===== src/rtl/clkdiv_pkg.sv =====
package clkdiv_pkg;
  localparam int CTRL_W  = 3;
  localparam int PIN_W   = 2;
  localparam int MAX_DIV = 4;
  localparam int CNT_W   = $clog2(MAX_DIV);

  typedef enum logic [1:0] {
    DIV_1 = 2'd0,
    DIV_2 = 2'd1,
    DIV_4 = 2'd2
  } divSel_e;

  typedef struct packed {
    logic restart;
    logic slip;
  } ctrlStrobe_t;
endpackage


===== src/rtl/clkdiv_ctrl.sv =====
module clkdiv_ctrl
  import clkdiv_pkg::*;
(
  input  logic              clk,
  input  logic              porRstN,
  input  logic              softRst,
  input  logic              wrEn,
  input  logic              wrAddr,
  input  logic [CTRL_W-1:0] wrData,
  input  logic [PIN_W-1:0]  pinMode,
  output divSel_e           modeQ,
  output ctrlStrobe_t       strobe
);
  logic [CTRL_W-1:0] ctrlReg;
  logic              slipBitQ;
  divSel_e           effSel;
  divSel_e           pinSel;
  logic              slipRise;

  always_comb begin
    case (pinMode)
      2'b01:   pinSel = DIV_2;
      2'b10:   pinSel = DIV_4;
      default: pinSel = DIV_1;
    endcase
    case (ctrlReg)
      3'b001:  effSel = DIV_1;
      3'b010:  effSel = DIV_2;
      3'b100:  effSel = DIV_4;
      default: effSel = pinSel;
    endcase
  end

  // divisor register survives soft reset
  always_ff @(posedge clk or negedge porRstN) begin
    if (!porRstN)                ctrlReg <= '0;
    else if (wrEn && !wrAddr)    ctrlReg <= wrData;
  end

  always_ff @(posedge clk or negedge porRstN) begin
    if (!porRstN)                slipBitQ <= 1'b0;
    else if (softRst)            slipBitQ <= 1'b0;
    else if (wrEn && wrAddr)     slipBitQ <= wrData[0];
  end

  always_ff @(posedge clk or negedge porRstN) begin
    if (!porRstN) modeQ <= DIV_1;
    else          modeQ <= effSel;
  end

  assign slipRise       = wrEn && wrAddr && wrData[0] && !slipBitQ && !softRst;
  assign strobe.restart = (effSel != modeQ);
  assign strobe.slip    = slipRise && (modeQ == DIV_4) && !strobe.restart;

  p_ctrl_hold_r3: assert property (@(posedge clk) disable iff (!porRstN)
    !(wrEn && !wrAddr) |=> $stable(ctrlReg));

  p_slip_rise_r6: assert property (@(posedge clk) disable iff (!porRstN)
    strobe.slip |=> slipBitQ);
endmodule


===== src/rtl/clkdiv_dp.sv =====
module clkdiv_dp
  import clkdiv_pkg::*;
(
  input  logic        clk,
  input  logic        porRstN,
  input  logic        softRst,
  input  divSel_e     mode,
  input  ctrlStrobe_t strobe,
  output logic        divEn,
  output logic        divClk,
  output logic        slipDone
);
  logic [CNT_W-1:0] cnt;
  logic [CNT_W-1:0] wrapVal;
  logic             pend;
  logic             doSlip;

  always_comb begin
    case (mode)
      DIV_2:   wrapVal = CNT_W'(1);
      DIV_4:   wrapVal = CNT_W'(3);
      default: wrapVal = '0;
    endcase
  end

  // a slip due on the last count is held over one cycle
  assign doSlip = (pend || strobe.slip) && (cnt != wrapVal);

  always_ff @(posedge clk or negedge porRstN) begin
    if (!porRstN) begin
      cnt      <= '0;
      pend     <= 1'b0;
      slipDone <= 1'b0;
    end else if (softRst || strobe.restart) begin
      cnt      <= '0;
      pend     <= 1'b0;
      slipDone <= 1'b0;
    end else if (doSlip) begin
      cnt      <= cnt + CNT_W'(2);
      pend     <= 1'b0;
      slipDone <= 1'b1;
    end else begin
      cnt      <= (cnt == wrapVal) ? '0 : cnt + CNT_W'(1);
      pend     <= pend || strobe.slip;
      slipDone <= 1'b0;
    end
  end

  assign divEn = (cnt == '0);

  always_comb begin
    case (mode)
      DIV_2:   divClk = (cnt[0] == 1'b0);
      DIV_4:   divClk = (cnt < CNT_W'(2));
      default: divClk = 1'b1;
    endcase
  end

  p_slip_only_div4_r8: assert property (@(posedge clk) disable iff (!porRstN)
    slipDone |-> mode == DIV_4);

  p_pend_div4_r5: assert property (@(posedge clk) disable iff (!porRstN)
    pend |-> mode == DIV_4);

  p_restart_zero_r9: assert property (@(posedge clk) disable iff (!porRstN)
    strobe.restart |=> (cnt == '0) && !slipDone);

  p_div1_still_r1: assert property (@(posedge clk) disable iff (!porRstN)
    (mode == DIV_1) |-> (cnt == '0));

  p_div2_range_r4: assert property (@(posedge clk) disable iff (!porRstN)
    (mode == DIV_2) |-> (cnt <= CNT_W'(1)));
endmodule


===== src/rtl/clkdiv_slip.sv =====
module clkdiv_slip
  import clkdiv_pkg::*;
(
  input  logic              clk,
  input  logic              porRstN,
  input  logic              softRst,
  input  logic              wrEn,
  input  logic              wrAddr,
  input  logic [CTRL_W-1:0] wrData,
  input  logic [PIN_W-1:0]  pinMode,
  output logic              divEn,
  output logic              divClk,
  output logic              slipDone
);
  divSel_e     modeQ;
  ctrlStrobe_t strobe;

  clkdiv_ctrl ctrl_i (
    .clk     (clk),
    .porRstN (porRstN),
    .softRst (softRst),
    .wrEn    (wrEn),
    .wrAddr  (wrAddr),
    .wrData  (wrData),
    .pinMode (pinMode),
    .modeQ   (modeQ),
    .strobe  (strobe)
  );

  clkdiv_dp dp_i (
    .clk      (clk),
    .porRstN  (porRstN),
    .softRst  (softRst),
    .mode     (modeQ),
    .strobe   (strobe),
    .divEn    (divEn),
    .divClk   (divClk),
    .slipDone (slipDone)
  );
endmodule


===== config.mk =====
export PLATFORM = sky130hd
export DESIGN_NAME = clkdiv_slip
export DESIGN_NICKNAME = d
export VERILOG_FILES = /design/src/rtl/clkdiv_pkg.sv /design/src/rtl/clkdiv_ctrl.sv /design/src/rtl/clkdiv_dp.sv /design/src/rtl/clkdiv_slip.sv
export SDC_FILE = /design/constraint.sdc
export NUM_CORES = 1
export LEC_CHECK = 0
export ABC_CLOCK_PERIOD_IN_PS = 1900
export BUFFER_PORTS_ARGS = -buffer_cell sky130_fd_sc_hd__buf_2
export CAP_MARGIN = 20
export CORE_AREA = 2 2 39 41
export DETAILED_ROUTE_END_ITERATION = 7
export DIE_AREA = 0 0 41 43
export GPL_ROUTABILITY_DRIVEN = 0
export HOLD_SLACK_MARGIN = 0.02
export PLACE_DENSITY = 0.64
export SYNTH_ARGS = -nofsm -noshare
export SYNTH_HDL_FRONTEND = slang
export SYNTH_SLANG_ARGS = --single-unit

===== constraint.sdc =====
create_clock -name clk -period 1.9 [get_ports clk]
set_input_delay 0.19 -clock clk [delete_from_list [all_inputs] [get_ports clk]]
set_output_delay 0.19 -clock clk [all_outputs]
set_load 0.02 [all_outputs]

* After elaboration in Yosys (flattened, before gate mapping) *
Index checks and enable logic that the tools add are counted.

word-level totals
  bits of input ports = 10
  register bits after elaboration = 10
  logic and storage cells = 49

operators by class
  equality and inequality tests = 10
  $lt $le $gt $ge = 1
  reduce and logical (&&, ||, !) cells = 16
  mux-type cells = 13
  bitwise operators = 1
  add/sub/neg operators = 2

operators by type and width
  cell                                                                   number
  1-bit logical AND                                                      8
  2-bit one-hot mux with 2 select lines                                  2
  1-bit two-way mux                                                      6
  2-bit two-way mux                                                      3
  2-bit one-hot mux with 3 select lines                                  1
  2-bit by 1-bit equality test with 1-bit output, second input constant  2
  2-bit equality test, second input constant                             2
  1-bit zero test                                                        4
  2-bit inequality test                                                  2
  3-bit by 1-bit equality test with 1-bit output, second input constant  1
  3-bit by 2-bit equality test with 1-bit output, second input constant  1
  3-bit equality test, second input constant                             1
  2-bit by 1-bit adder with 2-bit output, second input constant          1
  2-bit adder, second input constant                                     1
  2-bit equality test                                                    1
  2-bit zero test                                                        1
  1-bit logical OR                                                       2
  2-bit less-than comparator, second input constant                      1
  1-bit one-hot mux with 2 select lines                                  1
  2-bit nonzero test                                                     1
  1-bit NOT                                                              1

* Depth between registers and ports, before layout *
Gate-level depths: netlist of run 1.

  word-level depth = 10
  depth in mapped cells = 7
  mapped depth without buffers = 7

* By module *
From an unflattened synthesis of run 1, not the netlist that was laid out.

unflattened totals
  cells, all modules = 58
  area total of the unflattened synthesis = 563.0 um^2

by module, submodules not included
  module       area each (um^2)  times used  cells each
  clkdiv_ctrl  327.8             1           35
  clkdiv_dp    235.2             1           23

* Least setup slack after synthesis of run 1 *
OpenSTA, ideal clock, no wires.

  path type = register to register
  from = register ctrl_i.modeQ[0]
  to = register dp_i.cnt[0]
  data arrival time = 1.313 ns
  slack = 0.487 ns
  stages on the path, launching flop included = 8
  library setup time = 0.101 ns
  buffers on the path = 0
  period minus slack after synthesis = 1.413 ns
  cells stage by stage = dfrtp_1 -> inv_1 -> ha_1 -> nand4_1 -> o21bai_1 -> xnor2_1 -> nand2_1 -> nor4_1

on the way
  word-level cells in the longest chain between the ends = 7
  elaborated cells between the ends (all ways) = 15
  classes of those cells = eq/ne (5); mux (4); reduce/logical (6)

RTL lines
  what                                                                         RTL line           RTL
  start, declared                                                              clkdiv_ctrl.sv:11  output divSel_e modeQ,
  start signal, assigned                                                       clkdiv_ctrl.sv:48  else modeQ <= effSel;
  parallel branches: the longest is 6 deep, another holds 2-bit equality test  -
  2-bit two-way mux (*)                                                        clkdiv_dp.sv:34    end else if (softRst || strobe.restart) begin
  end signal, assigned                                                         clkdiv_dp.sv:39    cnt <= cnt + CNT_W'(2);
  end signal, assigned                                                         clkdiv_dp.sv:43    cnt <= (cnt == wrapVal) ? '0 : cnt + CNT_W'(1);
  end, declared                                                                clkdiv_dp.sv:13    logic [CNT_W-1:0] cnt;

Every way passes the cells marked *.
A chain may end at the register's enable or synchronous reset.

* Worst setup path after layout of run 1 *
  from = register ctrl_i.modeQ[0]
  to = output port divClk

on the way
  word-level cells in the longest chain between the ends = 2
  elaborated cells between the ends (all ways) = 3
  classes of those cells = eq/ne (2); mux (1)

RTL lines
  what                                                                                          RTL line           RTL
  2-bit equality test / 2-bit by 1-bit equality test with 1-bit output (equally long branches)  clkdiv_dp.sv:52    case (mode)
  1-bit one-hot mux with 2 select lines (*)                                                     clkdiv_dp.sv:52
  end, declared                                                                                 clkdiv_slip.sv:12  output logic divClk,

Every way passes the cells marked *; elsewhere a longest branch is shown, timed or not.

==> results of run 1 <==
-- power breakdown --
| group | internal [mW] | total [mW] | switching, mW |
|---|---|---|---|
| Clock | 0.116 | 0.191 | 0.0741 |
| Combinational | 0.0967 | 0.219 | 0.122 |
| Sequential | 0.237 | 0.266 | 0.0285 |
| Total | 0.450 | 0.675 | 0.225 |
-- layout make-up --
type	count	area, sq um
fillers	130	671.9
multi-input cells	40	320.3
flip-flops and latches	10	250.2
repair buffers	13	70.07
clock buffers	4	36.28
well taps	16	20.02
inverters	4	15.01
-- registers in the layout (all words and copies together) (netlist names) --
| name | flops |
|---|---|
| ctrl_i.slipBitQ | 1 |
| dp_i.slipDone | 1 |
| ctrl_i.ctrlReg | 3 |
| dp_i.cnt | 2 |
| ctrl_i.modeQ | 2 |
| dp_i.pend | 1 |
-- cells by family (layout without fill, tap and decap cells) --
family | count (synthesis) | in the layout | synth area share
compound gates | 8 | 8 | 0.1239
xor+xnor | 5 | 5 | 0.07478
fa+ha+maj | 4 | 4 | 0.08547
buf+inv | 4 | 21 | 0.02563
flops | 10 | 10 | 0.4274
mux | 3 | 3 | 0.05769
simple gates | 20 | 20 | 0.2051
-- synth_stat cells, types with 2 or more instances --
cell type  number  area, sq um
ha_1            4        50.05
dfrtp_1        10        250.2
nor4_1          4        25.02
nand2_1         7        26.28
a21oi_1         2        10.01
nand3_1         2        10.01
xnor2_1         4        35.03
inv_1           4        15.01
o21ai_0         2        10.01
mux2_2          3        33.78
-- repair_timing --
item / CTS / global route
hold endpoints to repair: 10 / 0
hold buffers: 1 / 0
setup buffers: 0 / 0
-- metal layers --
metal / share of wire / vias to the layer above / track usage
met5: 0 / - / 0
met4: 0.016 / 0 / 0.06000
met3: 0.052 / 5 / 0.09424
met2: 0.48 / 10 / 0.2281
met1: 0.45 / 211 / 0.1732
li1: - / 227 / -
-- worst reg2reg max path: stages (launching register included) --
cell and delay, ns:
dfrtp_1 0.38, inv_1 0.11, ha_1 0.18, nand4_1 0.08, o21bai_1 0.33, xnor2_1 0.16, nand2_1 0.06, nor4_1 0.18
-- path summary, 6_finish.rpt --
| path | slack, ns | startpoint | end |
|---|---|---|---|
| worst max-delay path | 0.27 | ctrl_i.modeQ[0] | divClk |
| worst min-delay path | 0.13 | softRst | ctrl_i.slipBitQ |
| worst max register to register | 0.34 | ctrl_i.modeQ[0] | dp_i.cnt[0] |
| worst min register to register | 0.54 | ctrl_i.slipBitQ | ctrl_i.slipBitQ |
| max in group asynchronous | 1.40 | porRstN | ctrl_i.modeQ[0] |
| min in group asynchronous | 0.31 | porRstN | dp_i.slipDone |
-- per-stage QoR --
stage	std cells	worst slack (ns)	util	area (sq um)	power, mW
4_1_cts	87	0.2570	0.5145	711.9	0.6815
3_5_place_dp	82	0.3290	0.4810	665.6	0.4880
6_report	87	0.2740	0.5145	711.9	0.6752
5_1_grt	87	0.1587	0.5145	711.9	0.7253
2_1_floorplan	54	0.4865	-	585.6	0.4305
3_3_place_gp	82	0.3727	0.4810	665.6	0.4857
==> out/metrics.cfg, run 1 <==
[clocking]
clkTransAtPathRegs_ns = 0.07
cts_tree = built
cts_max_level = 1
clockRootBuffer = clkbuf_4
clkLatencyLatePin_ns = 0.27
cts_resized = 0
cts_made_buffers = 3
clock_sinks = 10
clockBufferDepth = 2

[hold_path]
hold_depth = 2
hold_class = in2reg

[detailed_routing]
drc = 0
vias = 453
ant_nets = 0
drtIter0Drc = 6
vias_per_cell = 5.207
dr.pass1.iters = 3
routed_wl_microns = 1012
wl_per_cell_microns = 11.63

[synth]
synth-async-reset-ratio = 1.000
ys_seq_area_frac = 0.4274
syn_avg_cell_area_sq_um = 10.84
synth_flop_cell = dfrtp_1
synth_fp_nets = 68
ys_warn_count = 0
synth_edf_count = 0
synth_cell_types = 22
syn_area_sq_um = 585.6
syn_inst = 54
synth_seq_cells = 10

[run]
cap_viol_max_count = 0

[sta]
final.setup.tns_ns = 0
finalSetupViolCount = 0
rsz0062_at_grt = no
relSlewSlack = 0.7521
fmax_ghz = 0.6150
hold_viol = 0
slew_violations = 0
period_needed_ns = 1.626
fin_crit_sh = 0.8558
whs_ns = 0.1297
worst_pin_slew_ns = 0.3711
finalClockSkew_ns = 0.007108

[place]
port-buffer-count = 12
dp_hpwl_microns = 833.3

[power_and_ir_drop]
ir_drop_v = 0.0005610
power_density_nw_per_um2 = 948.4
total_leakage_power_nw = 0.3261

[critical_path]
crit_type = reg2out
cp.required_ns = 1.71
cp.depth = 4
slowest_stage = dfrtp_1
worst_r2r_path_depth = 7
cp_cell_sequence = inv_1 > ha_1 > a221o_1 > buf_2
cp_top_family = flip-flops
cp.buffers_inverters = 2
cp.arrival_ns = 1.44
cp-start-kind = flip-flop
end_kind = output pin
crit_fanout = 3
slowest_delay_ns = 0.38

[floorplan]
dieArea_sq_um = 1763
core_area_sq_um = 1384
initial_core_util = 0.4231
num_rows = 14
die_y_microns = 43
die_width_microns = 41
ios = 13

[status]
outcome = finished, final reports clean

[finish]
mostFrequentLayoutCell = buf_2
layout_common_cells = buf_2 (12), dfrtp_1 (10), nand2_1 (7)
nets = 86
drive_above_1_share = 0.3239
n_antenna_cell = 0
area_growth_pct = 21.58

[global_routing]
grt_usage = 0.1544
grt_pass1_wl_microns = 1766
grt.overflow.total = 0
antenna_found_initial = 0
grt_max_degree = 11
grt_pass1_vias = 432

(Power assumes the default switching activity.)
==> run 2, diff against run 1 <==
--- a/config.mk
+++ b/config.mk
@@ -8,12 +8,14 @@
 export ABC_CLOCK_PERIOD_IN_PS = 1900
 export BUFFER_PORTS_ARGS = -buffer_cell sky130_fd_sc_hd__buf_2
 export CAP_MARGIN = 20
-export CORE_AREA = 2 2 39 41
+export CELL_PAD_IN_SITES_DETAIL_PLACEMENT = 1
+export CELL_PAD_IN_SITES_GLOBAL_PLACEMENT = 1
+export CORE_MARGIN = 2
+export CORE_UTILIZATION = 39
 export DETAILED_ROUTE_END_ITERATION = 7
-export DIE_AREA = 0 0 41 43
 export GPL_ROUTABILITY_DRIVEN = 0
 export HOLD_SLACK_MARGIN = 0.02
-export PLACE_DENSITY = 0.64
+export PLACE_DENSITY = 0.72
 export SYNTH_ARGS = -nofsm -noshare
 export SYNTH_HDL_FRONTEND = slang
 export SYNTH_SLANG_ARGS = --single-unit
==> out/metrics.cfg, run 2 (synthesis results as in run 1) <==
[status]
outcome = finished, final reports clean  ; unchanged

[clocking]
cts_tree = built  ; unchanged
clkTransAtPathRegs_ns = 0.07  ; about the same
clkLatencyLatePin_ns = 0.26  ; was 0.27 ns
clockBufferDepth = 2  ; unchanged
clockRootBuffer = clkbuf_4  ; unchanged
postCtsHoldBufs = 1  ; unchanged
cts_max_level = 1  ; unchanged
cts_setup_buffers = 0  ; unchanged
clock_sinks = 10  ; unchanged
cts_made_buffers = 3  ; unchanged
cts_resized = 0  ; unchanged

[detailed_routing]
drtIter0Drc = 0  ; was 6
vias_per_cell = 5.302  ; was 5.207
vias = 456  ; was 453
routed_wl_microns = 1279  ; was 1012 microns
drc = 0  ; unchanged
wl_per_cell_microns = 14.87  ; was 11.63 microns
dr.pass1.iters = 1  ; was 3
ant_nets = 0  ; unchanged

[critical_path]
crit_fanout = 5  ; was 3
cp.arrival_ns = 1.87  ; was 1.44 ns
worst_r2r_path_depth = 7  ; unchanged
worstReg2RegStart = ctrl_i.modeQ[0]  ; unchanged
slowest_stage = dfrtp_1  ; unchanged
cp.required_ns = 2.06  ; was 1.71 ns
r2r_slack_ns = 0.19  ; was 0.34 ns
cp_cell_sequence = inv_1 > ha_1 > nand4_1 > o21bai_1 > xnor2_1 > nand2_1 > nor4_1  ; was inv_1 > ha_1 > a221o_1 > buf_2
slowest_delay_ns = 0.39  ; was 0.38 ns
end_kind = flip-flop  ; was output pin
crit_type = reg2reg  ; was reg2out
worstSetupStartpoint = ctrl_i.modeQ[0]  ; unchanged
cp-start-kind = flip-flop  ; unchanged
reg2reg_to = dp_i.cnt[0]  ; unchanged

[finish]
top_regs = ctrl_i.ctrlReg (3), ctrl_i.modeQ (2), dp_i.cnt (2)  ; unchanged
fin_cells = 86  ; was 87
regMostFlops = ctrl_i.ctrlReg  ; unchanged
stdcell_area_sq_um = 710.7  ; was 711.9 sq um
mostFrequentLayoutCell = buf_2  ; unchanged
n_antenna_cell = 0  ; unchanged
postLayoutCoreUtil = 0.5264  ; was 0.5145
layout_common_cells = buf_2 (12), dfrtp_1 (10), nand2_1 (7)  ; unchanged
drive_above_1_share = 0.3239  ; unchanged
area_growth_pct = 21.37  ; was 21.58%
fillers = 158  ; was 130
largest_reg_flops = 3  ; unchanged
nets = 86  ; unchanged

[floorplan]
die_width_microns = 42.75  ; was 41 microns
ios = 13  ; unchanged
dieArea_sq_um = 1828  ; was 1763 sq um
num_rows = 13  ; was 14
initial_core_util = 0.4337  ; was 0.4231
die_y_microns = 42.75  ; was 43 microns
core_area_sq_um = 1350  ; was 1384 sq um

[sta]
final.setup.tns_ns = 0  ; unchanged
worst_pin_slew_ns = 0.3734  ; was 0.3711 ns
fin_crit_sh = 0.8994  ; was 0.8558
finalClockSkew_ns = 0.004637  ; was 0.007108 ns
relSlewSlack = 0.7506  ; was 0.7521
fmax_ghz = 0.5852  ; was 0.6150 GHz
whs_ns = 0.1485  ; was 0.1297 ns
period_needed_ns = 1.709  ; was 1.626 ns
finalSetupViolCount = 0  ; unchanged
setup_ws_ns = 0.1911  ; was 0.2740 ns
slew_violations = 0  ; unchanged
hold_viol = 0  ; unchanged
rsz0062_at_grt = no  ; unchanged

[hold_path]
hold_depth = 2  ; unchanged
whs_endpoint = ctrl_i.slipBitQ  ; unchanged
min-delay-start = softRst  ; unchanged
hold_class = in2reg  ; unchanged

[power_and_ir_drop]
ir_drop_v = 0.0004051  ; was 0.0005610 V
power_density_nw_per_um2 = 966.6  ; was 948.4 nW/um^2
power.total_mw = 0.6870  ; was 0.6752 mW
total_leakage_power_nw = 0.3261  ; unchanged

[global_routing]
antenna_found_initial = 0  ; unchanged
grt_pass1_wl_microns = 2346  ; was 1766 microns
grt_max_degree = 11  ; unchanged
grt_pass1_vias = 492  ; was 432
grt_usage = 0.1756  ; was 0.1544
grt.overflow.total = 0  ; unchanged

[run]
cap_viol_max_count = 0  ; unchanged

[place]
pre_cts_slack_ns = 0.2185  ; was 0.3290 ns
place_area_sq_um = 664.4  ; was 665.6 sq um
port-buffer-count = 12  ; unchanged
dp.cells = 81  ; was 82
dp_hpwl_microns = 1029  ; was 833.3 microns

==> run 2: cell counts in the layout (fill, tap and decap cells not counted) <==
No cell type changed its count.
==> run 2: final cells by class <==
type | instances | area, sq um | area share
well taps | 15 | 18.77 | 0.02641
flip-flops and latches | 10 | 250.2 | 0.3521
multi-input cells | 40 | 320.3 | 0.4507
inverters | 4 | 15.01 | 0.02113
clock buffers | 4 | 36.28 | 0.05106
repair buffers | 13 | 70.07 | 0.09859
==> run 2: where the power goes <==
part	total [mW]	switching [mW]	leakage (nW)	internal (mW)
Combinational	0.226	0.129	0.176	0.0970
Clock	0.193	0.0768	0.0210	0.116
Sequential	0.268	0.0308	0.130	0.237
Total	0.687	0.237	0.326	0.450
==> run 2: layer usage <==
metal,track usage,share of wire
met5,0,0
met4,0.09375,0.015
met3,0.03830,0.030
met2,0.2970,0.53
met1,0.2031,0.42
==> run 2: critical path: cells and delay by family (launching register included) <==
| kind | cells | cell delay, ns |
|---|---|---|
| buf+inv | 1 | 0.14 |
| compound gates | 1 | 0.33 |
| xor+xnor | 1 | 0.19 |
| fa+ha+maj | 1 | 0.20 |
| simple gates | 3 | 0.36 |
| flops | 1 | 0.39 |
==> run 2: worst max-delay path by stage <==
stage | to | cells after the start | slack (ns)
2_1_floorplan | dp_i.cnt[0] | 7 | 0.49
4_1_cts | dp_i.cnt[0] | 7 | 0.18
6_report | dp_i.cnt[0] | 7 | 0.19
3_3_place_gp | dp_i.cnt[0] | 7 | 0.34
5_1_grt | dp_i.cnt[0] | 7 | 0.05
3_5_place_dp | dp_i.cnt[0] | 7 | 0.22
==> run 3, diff against run 2 <==
--- a/config.mk
+++ b/config.mk
@@ -5,17 +5,19 @@
 export SDC_FILE = /design/constraint.sdc
 export NUM_CORES = 1
 export LEC_CHECK = 0
+export ABC_AREA = 1
 export ABC_CLOCK_PERIOD_IN_PS = 1900
 export BUFFER_PORTS_ARGS = -buffer_cell sky130_fd_sc_hd__buf_2
 export CAP_MARGIN = 20
 export CELL_PAD_IN_SITES_DETAIL_PLACEMENT = 1
 export CELL_PAD_IN_SITES_GLOBAL_PLACEMENT = 1
 export CORE_MARGIN = 2
-export CORE_UTILIZATION = 39
+export CORE_UTILIZATION = 37
 export DETAILED_ROUTE_END_ITERATION = 7
 export GPL_ROUTABILITY_DRIVEN = 0
 export HOLD_SLACK_MARGIN = 0.02
 export PLACE_DENSITY = 0.72
+export SLEW_MARGIN = 25
 export SYNTH_ARGS = -nofsm -noshare
 export SYNTH_HDL_FRONTEND = slang
 export SYNTH_SLANG_ARGS = --single-unit
==> out/metrics.cfg, run 3 <==
[finish]
area_growth_pct = 17.70  ; was 21.37%
stdcell_area_sq_um = 757.0  ; was 710.7 sq um
fin_cells = 117  ; was 86
drive_above_1_share = 0.2800  ; was 0.3239
postLayoutCoreUtil = 0.4532  ; was 0.5264
nets = 116  ; was 86
seqCellArea_sq_um = 250.2  ; unchanged
fillers = 230  ; was 158
top_regs = ctrl_i.ctrlReg (3), ctrl_i.modeQ (2), dp_i.cnt (2)  ; unchanged
n_antenna_cell = 0  ; unchanged
mostFrequentLayoutCell = nand2_1  ; was buf_2
multi_input_area_sq_um = 325.3  ; was 320.3 sq um
layout_common_cells = nand2_1 (18), inv_1 (15), buf_2 (12)  ; was buf_2 (12), dfrtp_1 (10), nand2_1 (7)
largest_reg_flops = 3  ; unchanged
regMostFlops = ctrl_i.ctrlReg  ; unchanged

[critical_path]
cp.arrival_ns = 1.78  ; was 1.87 ns
worst_r2r_path_depth = 10  ; was 7
r2r_slack_ns = 0.32  ; was 0.19 ns
end_kind = flip-flop  ; unchanged
crit_type = reg2reg  ; unchanged
cp-start-kind = flip-flop  ; unchanged
crit_fanout = 3  ; was 5
cp.required_ns = 2.10  ; was 2.06 ns

[floorplan]
die_y_microns = 45.69  ; was 42.75 microns
num_rows = 15  ; was 13
die_width_microns = 45.69  ; was 42.75 microns
core_area_sq_um = 1670  ; was 1350 sq um
dieArea_sq_um = 2088  ; was 1828 sq um
initial_core_util = 0.3850  ; was 0.4337
ios = 13  ; unchanged

[sta]
relSlewSlack = 0.8375  ; was 0.7506
worst_pin_slew_ns = 0.2419  ; was 0.3734 ns
period_needed_ns = 1.582  ; was 1.709 ns
finalSetupViolCount = 0  ; unchanged
rsz0062_at_grt = no  ; unchanged
finalClockSkew_ns = 0.003325  ; was 0.004637 ns
slew_violations = 0  ; unchanged
hold_viol = 0  ; unchanged
fin_crit_sh = 0.8324  ; was 0.8994
final.setup.tns_ns = 0  ; unchanged
fmax_ghz = 0.6323  ; was 0.5852 GHz

[hold_path]
hold_class = in2reg  ; unchanged
hold_depth = 3  ; was 2

[synth]
synth_commonest_cells = nand2_1 (18), inv_1 (15), dfrtp_1 (10)  ; was dfrtp_1 (10), nand2_1 (7)
syn_avg_cell_area_sq_um = 7.656  ; was 10.84 sq um
synth_cell_types = 20  ; was 22
ys_warn_count = 0  ; unchanged
synth_fp_nets = 98  ; was 68
synth-async-reset-ratio = 1.000  ; unchanged
synth_largest_area_cell = dfrtp_1  ; unchanged
synth_flop_cell = dfrtp_1  ; unchanged
syn_area_sq_um = 643.1  ; was 585.6 sq um
ys_seq_area_frac = 0.3891  ; was 0.4274
synth_edf_count = 0  ; unchanged
yosysMostFrequentCell = nand2_1  ; was dfrtp_1
synth_seq_cells = 10  ; unchanged
synth.area.top_cells = dfrtp_1 (39%), nand2_1 (11%), inv_1 (8.8%)  ; was dfrtp_1 (43%), ha_1 (8.5%), xnor2_1 (6.0%)
syn_inst = 84  ; was 54
yosys.area.top_type_share = 0.3891  ; was 0.4274

[place]
dp_hpwl_microns = 1239  ; was 1029 microns
dp.cells = 113  ; was 81
place_area_sq_um = 724.4  ; was 664.4 sq um
port-buffer-count = 12  ; unchanged

[clocking]
clockRootBuffer = clkbuf_4  ; unchanged
clkTransAtPathRegs_ns = 0.07  ; about the same
cts_resized = 0  ; unchanged
cts_setup_buffers = 0  ; unchanged
cts_max_level = 1  ; unchanged
cts_made_buffers = 3  ; unchanged
clock_sinks = 10  ; unchanged
clkLatencyLatePin_ns = 0.27  ; was 0.26 ns
clockBufferDepth = 2  ; unchanged
cts_tree = built  ; unchanged

[status]
outcome = finished, final reports clean  ; unchanged

[global_routing]
grt_pass1_vias = 627  ; was 492
grt_usage = 0.1830  ; was 0.1756
antenna_found_initial = 0  ; unchanged
grt_max_degree = 11  ; unchanged
grt.overflow.total = 0  ; unchanged
grt_pass1_wl_microns = 2532  ; was 2346 microns

[detailed_routing]
vias = 587  ; was 456
vias_per_cell = 5.017  ; was 5.302
wl_per_cell_microns = 12.36  ; was 14.87 microns
drtIter0Drc = 4  ; was 0
routed_wl_microns = 1446  ; was 1279 microns
ant_nets = 0  ; unchanged
drc = 0  ; unchanged
dr.pass1.iters = 4  ; was 1

[run]
cap_viol_max_count = 0  ; unchanged

[power_and_ir_drop]
power_density_nw_per_um2 = 759.5  ; was 966.6 nW/um^2
ir_drop_v = 0.0003397  ; was 0.0004051 V
total_leakage_power_nw = 0.4220  ; was 0.3261 nW

[run 3: layer usage]
layer | track usage | share of wire | vias to the layer above
met3 | 0.04762 | 0.037 | 5
li1 | - | - | 295
met4 | 0.1200 | 0.030 | 0
met2 | 0.3380 | 0.53 | 11
met1 | 0.1744 | 0.40 | 276
met5 | 0 | 0 | -
[run 3: logic make-up after synthesis]
logic type / synth area share
buffers and inverters: 0.1051
AOI/OAI and AO/OA: 0.04281
and+or+nand+nor: 0.3716
DFF: 0.3891
adders and majority gates: 0.07782
xor gates and xnor gates: 0.01362
[run 3: where the power goes]
part | internal, mW | switching [mW]
Sequential | 0.231 | 0.0161
Clock | 0.0733 | 0.0742
Combinational | 0.0669 | 0.114
Total | 0.371 | 0.204
[run 3: layout make-up]
type | count | share of cell area
Timing Repair Buffer | 13 | 0.09256
Multi-Input combinational cell | 56 | 0.4298
Inverter | 18 | 0.08926
Clock buffer | 3 | 0.02975
Tap cell | 17 | 0.02810
Sequential cell | 10 | 0.3306
[run 3: per-stage QoR]
stage          hold slack, ns  setup slack, ns  power (mW)
6_report               0.1712           0.3184      0.5749
5_1_grt                0.1977           0.1679      0.6215
4_1_cts                0.1651           0.3092      0.5863
3_5_place_dp          0.07127           0.3223      0.4344
3_3_place_gp          0.07089           0.3940      0.4227
2_1_floorplan         -0.1056           0.5045      0.3787
[run 3: final timing paths]
path,end,startpoint
max,dp_i.cnt[1],ctrl_i.modeQ[0]
min,ctrl_i.ctrlReg[2],wrData[2]
max reg2reg,dp_i.cnt[1],ctrl_i.modeQ[0]
min reg2reg,ctrl_i.slipBitQ,ctrl_i.slipBitQ
max in group asynchronous,ctrl_i.ctrlReg[2],porRstN
min in group asynchronous,dp_i.cnt[1],porRstN
[run 3: what timing repair did]
action / in CTS / in global routing
hold buffers: 1 / 0
endpoints found under the setup margin: 0 / 0
hold endpoints to repair: 10 / 0
[run 3: worst max-delay path: stages, from the launching register on]
cell	delay, ns
dfrtp_1	0.38
inv_1	0.09
ha_1	0.32
inv_1	0.08
nand2_1	0.06
and3_2	0.20
inv_1	0.10
nand3_2	0.11
clkinv_1	0.06
nand2_1	0.04
nor2_1	0.08
